### src/rtl/cupPkg.sv
package cupPkg;

  // Strobes from control to datapath.
  typedef struct packed {
    logic wipe;    // synchronous return to the reset state
    logic stepEn;  // accept the current reversal into the counter
  } cupStrobeT;

  typedef enum logic {
    LAT_FREE = 1'b0,
    LAT_HELD = 1'b1
  } cupLatchT;

endpackage

### src/rtl/cupClearQual.sv
module cupClearQual #(
  parameter int CLR_MIN = 4000
) (
  input  logic clk,
  input  logic rstN,
  input  logic wipe,
  input  logic clearN,
  output logic relFire
);
  localparam int LOW_W = $clog2(CLR_MIN + 1);
  localparam logic [LOW_W-1:0] LOW_FIRE = LOW_W'(CLR_MIN - 1);
  localparam logic [LOW_W-1:0] LOW_SAT  = LOW_W'(CLR_MIN);

  logic syncA, syncB;
  logic [LOW_W-1:0] lowCnt;

  // One-shot: fires on the edge that completes CLR_MIN synchronised low samples.
  assign relFire = !syncB && (lowCnt == LOW_FIRE);

  always_ff @(posedge clk or negedge rstN) begin
    if (!rstN) begin
      syncA  <= 1'b1;
      syncB  <= 1'b1;
      lowCnt <= '0;
    end else if (wipe) begin
      syncA  <= 1'b1;
      syncB  <= 1'b1;
      lowCnt <= '0;
    end else begin
      syncA <= clearN;
      syncB <= syncA;
      if (syncB)
        lowCnt <= '0;
      else if (lowCnt != LOW_SAT)
        lowCnt <= lowCnt + LOW_W'(1);
    end
  end
endmodule

### src/rtl/cupDatapath.sv
module cupDatapath
  import cupPkg::*;
#(
  parameter int CNT_W       = 10,
  parameter int INIT_CYCLES = 1000000
) (
  input  logic      clk,
  input  logic      rstN,
  input  cupStrobeT strb,
  input  logic      revDir,
  output logic      wrap,
  output logic      wrapDir,
  output logic      curDir,
  output logic      ready
);
  localparam logic [CNT_W-1:0] CNT_MAX = '1;
  localparam logic [CNT_W-1:0] CNT_MID = {1'b1, {(CNT_W-1){1'b0}}};

  logic [CNT_W-1:0] count;
  logic atEdge;

  assign atEdge  = revDir ? (count == CNT_MAX) : (count == '0);
  assign wrap    = strb.stepEn && atEdge;
  assign wrapDir = revDir;

  // Prescale counter and live direction.
  always_ff @(posedge clk or negedge rstN) begin
    if (!rstN) begin
      count  <= CNT_MID;
      curDir <= 1'b1;
    end else if (strb.wipe) begin
      count  <= CNT_MID;
      curDir <= 1'b1;
    end else if (strb.stepEn) begin
      count  <= revDir ? count + CNT_W'(1) : count - CNT_W'(1);
      curDir <= revDir;
    end
  end

  // Start-up hold-off timer.
  generate
    if (INIT_CYCLES == 0) begin : g_noHold
      assign ready = 1'b1;
    end else begin : g_hold
      localparam int INIT_W = $clog2(INIT_CYCLES + 1);
      localparam logic [INIT_W-1:0] INIT_LAST = INIT_W'(INIT_CYCLES);
      logic [INIT_W-1:0] initCnt;
      assign ready = (initCnt == INIT_LAST);
      always_ff @(posedge clk or negedge rstN) begin
        if (!rstN)
          initCnt <= '0;
        else if (strb.wipe)
          initCnt <= '0;
        else if (!ready)
          initCnt <= initCnt + INIT_W'(1);
      end
    end
  endgenerate
endmodule

### src/rtl/cupControl.sv
module cupControl
  import cupPkg::*;
(
  input  logic      clk,
  input  logic      rstN,
  input  logic      uvLow,
  input  logic      shutdownN,
  input  logic      revStrobe,
  input  logic      ready,
  input  logic      wrap,
  input  logic      wrapDir,
  input  logic      relFire,
  output cupStrobeT strb,
  output logic      intLatched,
  output logic      polLatched,
  output logic      lostUnit
);
  cupLatchT latState;
  logic wipe;

  assign wipe        = uvLow || !shutdownN;
  assign strb.wipe   = wipe;
  assign strb.stepEn = revStrobe && ready && !wipe;
  assign intLatched  = (latState == LAT_HELD);

  always_ff @(posedge clk or negedge rstN) begin
    if (!rstN) begin
      latState   <= LAT_FREE;
      polLatched <= 1'b1;
      lostUnit   <= 1'b0;
    end else if (wipe) begin
      latState   <= LAT_FREE;
      polLatched <= 1'b1;
      lostUnit   <= 1'b0;
    end else begin
      unique case (latState)
        LAT_FREE: begin
          if (wrap) begin
            latState   <= LAT_HELD;
            polLatched <= wrapDir;
          end
        end
        LAT_HELD: begin
          if (wrap && relFire) begin
            polLatched <= wrapDir;        // new unit wins over the release
          end else if (wrap) begin
            lostUnit <= 1'b1;             // unit dropped, still held
          end else if (relFire) begin
            latState <= LAT_FREE;
          end
        end
        default: latState <= LAT_FREE;
      endcase
    end
  end
endmodule

### src/rtl/chargeUnitPrescaler.sv
module chargeUnitPrescaler
  import cupPkg::*;
#(
  parameter int CNT_W       = 10,
  parameter int INIT_CYCLES = 1000000,
  parameter int CLR_MIN     = 4000
) (
  input  logic clk,
  input  logic rstN,
  input  logic uvLow,
  input  logic shutdownN,
  input  logic revStrobe,
  input  logic revDir,
  input  logic clearN,
  output logic intSink,
  output logic polSink,
  output logic lostUnit
);
  cupStrobeT strb;
  logic wrap, wrapDir, curDir, ready, relFire;
  logic intLatched, polLatched, polLevel;

  cupClearQual #(.CLR_MIN(CLR_MIN)) clrQ (
    .clk(clk), .rstN(rstN), .wipe(strb.wipe), .clearN(clearN), .relFire(relFire)
  );

  cupDatapath #(.CNT_W(CNT_W), .INIT_CYCLES(INIT_CYCLES)) dp (
    .clk(clk), .rstN(rstN), .strb(strb), .revDir(revDir),
    .wrap(wrap), .wrapDir(wrapDir), .curDir(curDir), .ready(ready)
  );

  cupControl ctl (
    .clk(clk), .rstN(rstN), .uvLow(uvLow), .shutdownN(shutdownN),
    .revStrobe(revStrobe), .ready(ready), .wrap(wrap), .wrapDir(wrapDir),
    .relFire(relFire), .strb(strb), .intLatched(intLatched),
    .polLatched(polLatched), .lostUnit(lostUnit)
  );

  // Open-drain enables: released (high-Z) while shut down.
  assign polLevel = intLatched ? polLatched : curDir;
  assign intSink  = shutdownN && intLatched;
  assign polSink  = shutdownN && !polLevel;
endmodule

### config.mk
export PLATFORM = sky130hd
export DESIGN_NAME = chargeUnitPrescaler
export DESIGN_NICKNAME = d
export VERILOG_FILES = /design/src/rtl/cupPkg.sv /design/src/rtl/cupClearQual.sv /design/src/rtl/cupDatapath.sv /design/src/rtl/cupControl.sv /design/src/rtl/chargeUnitPrescaler.sv
export SDC_FILE = /design/constraint.sdc
export NUM_CORES = 1
export LEC_CHECK = 0
export BUFFER_PORTS_ARGS = -buffer_cell sky130_fd_sc_hd__buf_2
export CAP_MARGIN = 20
export CORE_ASPECT_RATIO = 1.4
export CORE_MARGIN = 3
export CORE_UTILIZATION = 44
export DETAILED_ROUTE_END_ITERATION = 10
export PLACE_DENSITY = 0.68
export SYNTH_ARGS = -nofsm -noshare
export SYNTH_HDL_FRONTEND = slang
export SYNTH_SLANG_ARGS = --single-unit
### constraint.sdc
create_clock -name clk -period 4.9 [get_ports clk]
set_input_delay 0.245 -clock clk [delete_from_list [all_inputs] [get_ports clk]]
set_output_delay 0.245 -clock clk [all_outputs]
set_load 0.01 [all_outputs]
==> results of run 1 <==
==> state kept, by name, indices dropped and copies added, names as in the netlist <==
register           cells
ctl.lostUnit           1
clrQ.syncB             1
dp.g_hold.initCnt     20
clrQ.syncA             1
ctl.intLatched         1
dp.curDir              1
dp.count              10
ctl.polLatched         1
clrQ.lowCnt           12
==> how the worst max path moves through the flow <==
stage	startpoint	endpoint	slack [ns]	depth (start not counted)
final	dp.g_hold.initCnt[0]	ctl.polLatched	2.50	8
after detailed placement	revDir	dp.count[7]	2.38	9
after floorplan	revDir	dp.count[9]	2.85	8
after global placement	revDir	dp.count[9]	2.49	9
after global routing	dp.g_hold.initCnt[0]	ctl.polLatched	2.28	8
after CTS	dp.g_hold.initCnt[0]	ctl.polLatched	2.48	8
==> layer usage <==
metal / routed length, µm / up-vias / track usage (%)
li1: - / 1039 / -
met1: 2440 / 1026 / 20.2
met2: 2870 / 21 / 28.7
met3: 125 / 8 / 2.83
met4: 96 / 0 / 6.11
met5: 0 / - / 0
==> where the power goes <==
part / internal [mW] / switching, mW / total [mW]
sequential: 0.398 / 0.00117 / 0.399
combinational: 0.0109 / 0.0246 / 0.0355
clock: 0.154 / 0.141 / 0.294
total: 0.562 / 0.166 / 0.729
==> metrics by stage <==
| step | setup WS (ns) | power [mW] | std cells | hold WS (ns) | area, µm² |
|---|---|---|---|---|---|
| 2_1_floorplan | 2.85 | 0.425 | 288 | -0.0506 | 2760 |
| 3_3_place_gp | 2.49 | 0.442 | 361 | 0.376 | 2870 |
| 3_5_place_dp | 2.38 | 0.443 | 361 | 0.389 | 2870 |
| 4_1_cts | 2.48 | 0.743 | 369 | 0.0352 | 2980 |
| 5_1_grt | 2.28 | 0.762 | 369 | 0.0607 | 2980 |
| 6_report | 2.50 | 0.729 | 369 | 0.0180 | 2980 |
==> cell usage in the layout (no fill, tap or decap), types with 3 or more instances in the layout <==
master and n:
o21ai_0 8, and2_1 4, ha_1 12, or3_1 5, nand2_1 12, a21o_1 4
nor2_1 39, nand3_1 16, dfrtp_1 43, o21a_1 3, a21oi_1 12, xnor2_1 10
nand2b_1 8, clkbuf_8 5, inv_1 11, and4_1 3, o211ai_1 3, dfstp_2 5
nand4_1 9, mux2i_1 3, nor2b_1 4, nor3_1 10, xor2_1 20, nor4_1 5
buf_2 9
==> final cells by class <==
type | count | area (µm²)
inverter | 11 | 41.3
clock buffer | 5 | 68.8
tap | 70 | 87.6
timing repair buffer | 11 | 60.1
sequential | 48 | 1210
multi-input combinational | 221 | 1470
clock inverter | 3 | 47.5
fill | 579 | 3000
==> logic make-up after synthesis <==
| group | Yosys count |
|---|---|
| adders and majority gates | 13 |
| and+or+nand+nor | 129 |
| xor gates and xnor gates | 30 |
| buffers and inverters | 19 |
| DFF | 48 |
| AOI/OAI and AO/OA | 46 |
| muxes | 3 |
==> worst max-delay path, cell delays in order, from the launching register on <==
cell and delay, ns:
dfrtp_1 0.42, inv_1 0.11, ha_1 0.19, nor4bb_1 0.29, nand4_1 0.14, or3_1 0.53, nor2_1 0.29, nor3_1 0.08
a221oi_1 0.24
==> impl_results.md, run 1 <==
- Clk Latency, worst-skew pair: 0.31 ns
- First-pass GRT wire length: 9620 µm
- CTS tree: built
- CTS clk-pin slew, worst paths: 0.10 ns
- Power Density: 244 mW/mm²
- Crit path max fanout: 11
- Worst r2r path cells: 8
- Number of nets with antenna violations after routing: 0
- Hpwl dp: 3950 µm
- Number of vias per cell: 5.67
- IO Port Bufs: 9
- DRT Wirelength: 5530 µm
- Die ar.: 0.00727 mm²
- Post-synthesis mux area share: 1.09%
- Post-CTS repair timing setup buffer count: 0
- Reg2reg setup slack: 2.50 ns
- Starting Density: 46.1%
- Final TNS setup: 0 ns
- Top-area cell type share of the netlist area: 39.0%
- CP Capture Type: register
- Congestion Overflow GR: 0
- Ys flop type: dfrtp_1
- Status: finished, final reports clean
- Seq/Total Area, Yosys: 43.8%
- Leak: 1.24 nW
- Critical path type: register to register
- Maximum vdd ir drop: 0.129 mV
- Total GRT Usage: 16.5%
- XOR/XNOR Fraction of Synth Area: 9.52%
- Nets: 318
- Min-delay worst type: input port to async pin
- Compound-cell area share of the yosys netlist: 11.3%
- Number of buffers created by CTS: 5
- Mapped Avg Cell Area: 9.58 µm²
- EDFF count, synth: 0
- Simple-Gate Fraction of Synth Area: 25.2%
- R2R Path End: ctl.polLatched
- R2r startpoint: dp.g_hold.initCnt[0]
- Per-cell routed wire length: 15.0 µm
- Initial antenna violation count: 0
- Clock Skews: 0.0161 ns
- Fin. max-slew vios: 0
- Detailed Route Iter0 Violations: 127
- Startpoint Class: register
- Root buf cell: clkbuf_8
- Count leader, synth: dfrtp_1
- Ys Warns: 0
- Final setup fails: 0
- Fmax: 416 MHz
- Ports: 10
- Crit path time final: 2.40 ns
- Arr. time, crit path: 2.61 ns
- Max-Cap Viols: 0
- Final worst path period share: 49.0%
- Synth Cell Area: 0.00276 mm²
- Largest net degree at the start of global routing: 49
- # clock sinks: 48
- Final Core Density: 49.8%
- Post-synth net total: 308
- Core Area: 0.00599 mm²
- Final Hold Viols: 0
- WP data required: 5.10 ns
- Die height: 99.7 µm
- Row cnt: 33
- Die span in x: 72.9 µm
- Layout cell share with drive strength beyond 1: 10.4%
- Synth cell types: 55
- Main combinational cell family by area after synthesis: simple AND/OR/NAND/NOR gates
- DRC Markers: 0
- RSZ-0062 raised after global routing: false
- RePlAce Congestion: 0.811
- ANT cells: 0
- Worst slew pin tran: 0.746 ns
- Relative slew slack: 49.9%
- CTS Hold Bufs: 0
- Mapped Cells: 288
- Asr flop ratio synth: 100%
- Synth top cells by count: 43 x dfrtp_1, 39 x nor2_1, 20 x xor2_1, 16 x nand3_1
- Via count: 2094
- Clock tree buffer depth: 2
- DR pass1 iterations: 4
- Vias in the first global route: 2096
- Top cells by area, synth: dfrtp_1 39%, xor2_1 6.3%, ha_1 5.4%, nor2_1 5.3%, dfstp_2 4.8%
- Post-Synth Adder-Cell Area: 6.17%
- Cts repair resizes: 0
- Synthesis-stage register bit count: 48
- H-tree depth: 2
- P&R area growth vs syn: 8.12%
- Yosys top cell by area: dfrtp_1
No activity file was read; power rests on OpenSTA's default activity.
==> inputs of run 2 (changes only) <==
- clock period: 4.9 -> 2.3 ns (I/O delays scaled with it)
==> run 2 against run 1 <==
Effect of this change:
- non-clock buffer count increased by 9
- final area increased by 2.7%
- sequential power increased by 110%
- global-route usage decreased by 0.51 points
- first-iteration DRC count decreased by 19%
- core utilization increased by 1.3 points
- critical path depth decreased by 1
- clock skew decreased by 0.0080 ns
- via count increased by 1.2%
- die area unchanged
- maximum frequency increased by 11%
- power increased by 110%
- largest power group unchanged
- highest routed layer unchanged
==> impl_results.md, run 2 (synthesis results as in run 1) <==
- DP Area: 0.00293 mm² (+2.1%)
- # clock sinks: 48 (unchanged)
- CTS tree: built
- Status: finished, final reports clean
- Layout Cell Area excl Fill: 0.00306 mm² (+2.7%)
- Via count: 2120 (+1.2%)
- Reg2reg setup slack: 0.14 ns (-2.36 ns)
- Die ar.: 0.00727 mm² (unchanged)
- H-tree depth: 2 (unchanged)
- Final worst path period share: 93.9% (+45 points)
- Biggest register: dp.g_hold.initCnt
- Fin. max-slew vios: 0 (unchanged)
- Congestion Overflow GR: 0 (unchanged)
- P&R area growth vs syn: 11.0%
- Die span in x: 72.9 µm (unchanged)
- Core Area: 0.00599 mm² (unchanged)
- Maximum vdd ir drop: 0.271 mV (+110%)
- DR pass1 iterations: 4 (unchanged)
- Fillers: 548 (-5.4%)
- Setup ws final: 0.140 ns (-2.36 ns)
- Nets: 327 (+2.8%)
- Total GRT Usage: 16.0% (-0.51 points)
- Initial antenna violation count: 0 (unchanged)
- Most frequent cells in the layout: 43 x dfrtp_1, 39 x nor2_1, 20 x xor2_1
- DRT Wirelength: 5390 µm (-2.5%)
- Critical path type: register to register
- Dpl ws: 0.0800 ns (-2.30 ns)
- CP Capture Type: register
- Per-cell routed wire length: 14.3 µm (-4.8%)
- Finished Layout Cells: 378 (+2.4%)
- Number of nets with antenna violations after routing: 0 (unchanged)
- CP Cell Sequence: ha_1, o21ai_0, o21bai_1, a2111oi_2, or4b_1, and4_1, o21ai_1
- Max reg flops: 20 (unchanged)
- Arr. time, crit path: 2.40 ns (-0.21 ns)
- Max-Cap Viols: 0 (unchanged)
- Leak: 1.29 nW (+3.9%)
- Hpwl dp: 3990 µm (+1.1%)
- Leading cell type in the layout, fill and taps excluded: dfrtp_1
- Number of vias per cell: 5.61 (-1.2%)
- Relative slew slack: 60.1% (+10 points)
- RePlAce Congestion: 0.825 (+1.7%)
- Startpoint Class: register
- Detailed Route Iter0 Violations: 103 (-19%)
- Placed insts: 369 (+2.2%)
- Clock tree buffer depth: 2 (unchanged)
- Largest stage delay, worst path: 0.54 ns (about the same)
- Crit path max fanout: 4 (-7)
- Number of buffers created by CTS: 5 (unchanged)
- Starting Density: 46.1% (unchanged)
- Worst slew pin tran: 0.598 ns (-0.148 ns)
- Layout cell share with drive strength beyond 1: 13.3% (+2.9 points)
- DRC Markers: 0 (unchanged)
- Largest net degree at the start of global routing: 31 (-37%)
- IO Port Bufs: 9 (unchanged)
- Fmax: 463 MHz (+11%)
- Min-delay worst type: input port to register
- Clock Skews: 0.00806 ns (-0.00805 ns)
- Final TNS setup: 0 ns (unchanged)
- Final Hold Viols: 0 (unchanged)
- Root buf cell: clkbuf_8
- Die height: 99.7 µm (unchanged)
- Slowest-stage cell, CP: or4b_1
- CTS clk-pin slew, worst paths: 0.09 ns (about the same)
- Row cnt: 33 (unchanged)
- Final setup fails: 0 (unchanged)
- Ports: 10 (unchanged)
- ANT cells: 0 (unchanged)
- Crit path time final: 2.16 ns (-0.243 ns)
- Vias in the first global route: 2113 (+0.81%)
- First-pass GRT wire length: 9350 µm (-2.8%)
- Largest regs: dp.g_hold.initCnt x20, clrQ.lowCnt x12, dp.count x10
- WP data required: 2.54 ns (-2.56 ns)
- Post-CTS repair timing setup buffer count: 0 (unchanged)
- Power Density: 505 mW/mm² (+110%)
- Clk Latency, worst-skew pair: 0.31 ns (about the same)
## run 2: cell types whose count changed in the layout (fill, tap and decap cells not counted)
cell           before  now
buf_4               2   10
or3_1               5    4
dlygate4sd3_1       0    1
a2111oi_2           0    1
or3_4               0    1
a2111oi_1           1    0
## run 2: path summary, 6_finish.rpt
| kind | startpoint | endpoint | cells after the start |
|---|---|---|---|
| setup / recovery | dp.count[2] | dp.count[9] | 7 |
| hold / removal | clearN | clrQ.syncA | 2 |
| setup reg to reg | dp.count[2] | dp.count[9] | 7 |
| hold reg to reg | clrQ.syncA | clrQ.syncB | 1 |
| max in group asynchronous | rstN | dp.count[9] | 3 |
| min in group asynchronous | rstN | ctl.lostUnit | 2 |
## run 2: area by class of cell
class / instances / area [µm²] / area share [%]
tap: 70 / 87.6 / 2.86
clock buffer: 5 / 68.8 / 2.25
multi-input combinational: 221 / 1480 / 48.3
inverter: 11 / 41.3 / 1.35
timing repair buffer: 20 / 130 / 4.25
sequential: 48 / 1210 / 39.4
clock inverter: 3 / 47.5 / 1.55
## run 2: critical path: cells and delay by family, from the launching register on
family | cells | cell delay (ns)
flip-flops | 1 | 0.42
AND/OR/NAND/NOR | 2 | 0.75
adder cells (fa/ha/maj) | 1 | 0.34
AO/OA/AOI/OAI | 4 | 0.57
## run 2: layer usage
metal,routed length (µm),vias up,GRT usage (%)
li1,-,1060,-
met1,2380,1022,19.3
met2,2770,30,27.6
met3,160,8,3.44
met4,86,0,5.82
met5,0,-,0
## run 2: timing repair
item / 4_1_cts / 5_1_grt
endpoints found under the hold margin: 22 / 0
endpoints found under the setup margin: 0 / 4
hold buffers: 1 / 0
resized for setup: 0 / 2
## run 2: per-stage QoR
step | util (%) | hold WS [ns] | power, mW
after floorplan | - | -0.181 | 0.906
after global placement | 48.9 | 0.160 | 0.947
after detailed placement | 48.9 | 0.161 | 0.948
after CTS | 51.0 | 0.0219 | 1.58
after global routing | 51.2 | 0.0378 | 1.61
final | 51.2 | 0.0242 | 1.55
## run 2: power breakdown
| group | leakage (nW) | switching [mW] | internal (mW) |
|---|---|---|---|
| Clock | 0.0583 | 0.290 | 0.327 |
| Combinational | 0.575 | 0.0532 | 0.0286 |
| Sequential | 0.653 | 0.00225 | 0.847 |
| Total | 1.29 | 0.345 | 1.20 |
